<file path="config.mk">
export PLATFORM = sky130hd
export DESIGN_NAME = wr_guard
export DESIGN_NICKNAME = d
export VERILOG_FILES = /design/src/rtl/wr_guard.sv
export SDC_FILE = /design/constraint.sdc
export NUM_CORES = 1
export LEC_CHECK = 0
export CELL_PAD_IN_SITES_DETAIL_PLACEMENT = 1
export CELL_PAD_IN_SITES_GLOBAL_PLACEMENT = 1
export CORE_AREA = 2 2 39 41
export CTS_CLUSTER_DIAMETER = 30
export DETAILED_ROUTE_END_ITERATION = 8
export DIE_AREA = 0 0 41 43
export PLACE_DENSITY_LB_ADDON = 0.1
export RECOVER_POWER = 50
export SYNTH_ARGS = -nofsm -noshare
export SYNTH_HDL_FRONTEND = slang
export SYNTH_SLANG_ARGS = --single-unit
</file>
<file path="constraint.sdc">
create_clock -name clk -period 2.5 [get_ports clk]
set_input_delay 0.75 -clock clk [delete_from_list [all_inputs] [get_ports clk]]
set_output_delay 0.75 -clock clk [all_outputs]
set_load 0.03 [all_outputs]
</file>
<file path="src/rtl/wr_guard.sv">
`timescale 1ns/1ps
module wr_guard #(
  parameter int ADDR_W      = 11,
  parameter int SYNC_STAGES = 2
) (
  input  logic              clk,
  input  logic              rst_n,
  input  logic              wp_n,
  input  logic              srwd,
  input  logic [1:0]        bp,
  input  logic              wel,
  input  logic              wip,
  input  logic              cap_en,
  input  logic [ADDR_W-1:0] cap_addr,
  input  logic              commit,
  input  logic              commit_status,
  output logic              array_grant,
  output logic              status_grant,
  output logic              hw_mode
);
  localparam int TOP = ADDR_W - 1;

  logic [SYNC_STAGES-1:0] wp_pipe;
  logic [ADDR_W-1:0]      held_addr;
  logic [ADDR_W-1:0]      eff_addr;
  logic                   in_guard;

  always_ff @(posedge clk) begin
    if (!rst_n) wp_pipe <= '0;
    else        wp_pipe <= {wp_pipe[SYNC_STAGES-2:0], wp_n};
  end

  assign hw_mode = srwd & ~wp_pipe[SYNC_STAGES-1];

  always_ff @(posedge clk) begin
    if (!rst_n)      held_addr <= '0;
    else if (cap_en) held_addr <= cap_addr;
  end

  assign eff_addr = cap_en ? cap_addr : held_addr;

  always_comb begin
    case (bp)
      2'b00:   in_guard = 1'b0;
      2'b01:   in_guard = &eff_addr[TOP -: 2];
      2'b10:   in_guard = eff_addr[TOP];
      default: in_guard = 1'b1;
    endcase
  end

  always_ff @(posedge clk) begin
    if (!rst_n) begin
      array_grant  <= 1'b0;
      status_grant <= 1'b0;
    end else begin
      array_grant  <= commit & ~commit_status & wel & ~wip & ~in_guard;
      status_grant <= commit &  commit_status & wel & ~hw_mode;
    end
  end
endmodule

</file>
; Word-level counts from Yosys, hierarchy flattened
; Index checks and enable logic that the tools add are counted.
[classes]
reduce_logical = 2
bitwise_logic = 13
n_eq_ne = 2
n_mux = 2
[ops]
columns = op, n
row1 = $mux 11, 1
row2 = $and 1x1->1, 8
row3 = $not 1->1, 5
row4 = $pmux 1 s3, 1
row5 = $eq 2x1->1 const B, 1
row6 = $eq 2x2->1 const B, 1
row7 = $logic_not 2->1, 1
row8 = $reduce_and 2->1, 1
[word_totals]
ff_bits = 15
input_bits = 22
output_inout_bits = 3
wordCells = 24

; Depth between registers and ports, before layout
[logic_depth]
word_depth = 5
ltp_mapped = 3
mapped_depth_nobuf = 3

; Least setup slack after synthesis
; Ideal clock, no wire load.
[synth_timing]
path_kind = input to output
from = input srwd
to = output hw_mode
required_time_ns = 1.750
arrival_ns = 1.237
path_buffers = 0
path_stages = 1
setup_slack_ns = 0.513
path_cell_list = nor2b_1
[synth_via]
elab_chain_cells = 1
[synth_lines]
columns = item, line
row1 = from (decl), 9  ; input logic srwd,
row2 = $and 1x1->1, 33  ; assign hw_mode = srwd & ~wp_pipe[SYNC_STAGES-1];
row3 = to (decl), 19  ; output logic hw_mode
; Every way passes these cells.

; Worst setup path after layout
; Ends and elaborated chain as after synthesis.

==> run metrics <==
FILL cells approximately 160; post-synthesis sequential area ratio 0.549; Yosys top cell by area dfxtp_1; P per Cell Area ~550 nW/µm²; WL final between 500 and 600 µm; Worst-path clk slew 0.05 ns; vias per inst 4.00; worst hold path startpoint wp_pipe[0]; synth cell count leaders dfxtp_1 (6), nor2b_1 (3), and2_2 (2), mux2i_1 (2); status complete, no violations; Final setup viols 0; Mapped Cells 19; reg2reg start held_addr[10]; fin crit period around 2.3 ns; max_slew headroom 0.787; Iteration-0 DRC Markers 0; WP data arrival around 1.5 ns; # DRC 0; Layout Cell Area excl Fill a little over 400 µm²; Comb power frac 0.156; Root Buffer clkbuf_4; synthesized area approximately 220 µm²; worst-margin pin slew ~0.32 ns; Post-Syn Area per Cell about 12 µm²; worst min path class reg -> reg; GP Congestion between 0.5 and 0.6; Crit. End Element primary output; top_reg_cell synth dfxtp_1; worst vdd ir approximately 280 µV; Yosys Warn Count 0; Max Fanout on Critical Path 2; post-synthesis cell type count 10; max-cap viol count 0; Core Region 1380 µm²; Worst Hold End wp_pipe[1]; Setup WS post-layout approximately 0.21 ns; via count 212; most common cell in the netlist dfxtp_1; share of cells above drive strength 1 0.189; Slew Viols, Final 0; CTS H-tree depth 1; Internal Power between 0.15 and 0.2 mW; Post-synth EDFFs 0; drt pass-1 iters 1; Reg power frac 0.444; IO Pins 25; number of global-route vias before repair ~240; hold path cells 1; Yosys reg bits 6; WL/cell roughly 10 µm; Cells after DPL 50; n_diodes 0; Post-Route Utilization 0.296; sw frac 0.217; buffer depth of the longest clock path 2; cts hold-fix bufs 0; Synth area leaders dfxtp_1 (55%), mux2i_1 (9.1%), nor2b_1 (8.6%); Die H ~43 µm; Worst R2R Setup Slack roughly 1.6 ns; setup tns final 0 ns; final period utilization 0.918; largest net degree at the start of global routing 6; pre-CTS setup slack a little over 0.2 ns; Clk pwr share 0.400; gr usage total 0.0764; depth of the most critical reg-to-reg path 3; post-synth top area share 0.549; # rows 14; Post-Layout Cell Count 53; sw power between 0.04 and 0.05 mW; LEAKAGE between 0.15 and 0.2 nW; worst skew pair latency 0.24 ns; initial antenna violation count 0; CP Class in -> out; Post-synth ARST share 0; Reg2Reg Capture Point array_grant; Starting Density 0.158; required time worst endpoint around 1.8 ns; area post-placement 387 µm²; gr ovfl total 0; # nets final a little over 60; syn_nets 41; Die ar. ~1800 µm²; Total Power 0.227 mW; skew final 0.00190 ns; unrepaired setup endpoints after global routing false; Area Overhead vs Synth 86.9%; final hold violation count 0; Fmax roughly 440 MHz; Gates resized, CTS repair 0; antenna viol nets, final 0; CTS tree yes; post-CTS setup repair buffer count 0; first-pass GRT wire length 883 µm; Sink Count 6; TritonCTS buffer count 3; crit start category primary input; buffers added on ports 15; WHS roughly 0.45 ns; die width slightly above 40 µm
## layer usage
layer / vias up / GRT usage / share of wire
li1: 103 / - / -
met1: 97 / 0.0774 / 0.35
met2: 12 / 0.125 / 0.52
met3: 0 / 0.0314 / 0.13
met4: 0 / 0.0400 / 0
met5: - / 0 / 0
## kinds of logic (layout without fill, tap and decap cells)
logic type	Yosys count	in the layout	synth area share
AND/OR/NAND/NOR	8	8	0.240
multiplexers	2	2	0.0914
buffers and inverters	1	19	0.0171
flip-flops	6	6	0.549
AO/OA/AOI/OAI	2	2	0.103
## worst max path at each step
stage / startpoint / end / cells after the start
floorplan: srwd / hw_mode / 1
global placement: srwd / hw_mode / 3
detailed placement: srwd / hw_mode / 3
CTS: srwd / hw_mode / 3
global route: srwd / hw_mode / 3
finish: srwd / hw_mode / 3
## layout make-up
cell class | count | area, µm² | area share
multi-input combinational | 12 | 95.1 | 0.232
clock buffer | 3 | 22.5 | 0.0550
tap | 16 | 20.0 | 0.0489
inverter | 1 | 3.75 | 0.00917
timing repair buffer | 15 | 148 | 0.361
sequential | 6 | 120 | 0.294
## critical path, cell delays in order
cell             delay, ns
clkdlybuf4s50_1       0.44
nor2b_1               0.17
buf_4                 0.18
## state kept, by name (all words and copies together), names as in the netlist
signal and count:
held_addr 2, wp_pipe 2, array_grant 1, status_grant 1
## power groups by stage
stage / registers, mW / logic (mW) / clock network [mW]
6_report: 0.101 / 0.0354 / 0.0906
5_1_grt: 0.101 / 0.0389 / 0.102
4_1_cts: 0.101 / 0.0369 / 0.0958
3_5_place_dp: 0.103 / 0.0366 / 0
3_3_place_gp: 0.102 / 0.0358 / 0
2_1_floorplan: 0.103 / 0.0112 / 0
## placed cells by master (no fill, tap or decap)
cell type        instances
a221oi_2                 1
and2_2                   2
buf_4                    1
clkbuf_4                 3
clkdlybuf4s50_1         12
dfxtp_1                  6
dlygate4sd3_1            2
inv_1                    1
mux2i_1                  2
nand3_1                  1
nor2b_1                  3
nor3b_1                  1
o21bai_1                 1
or3_1                    1
(Power assumes the default switching activity.)
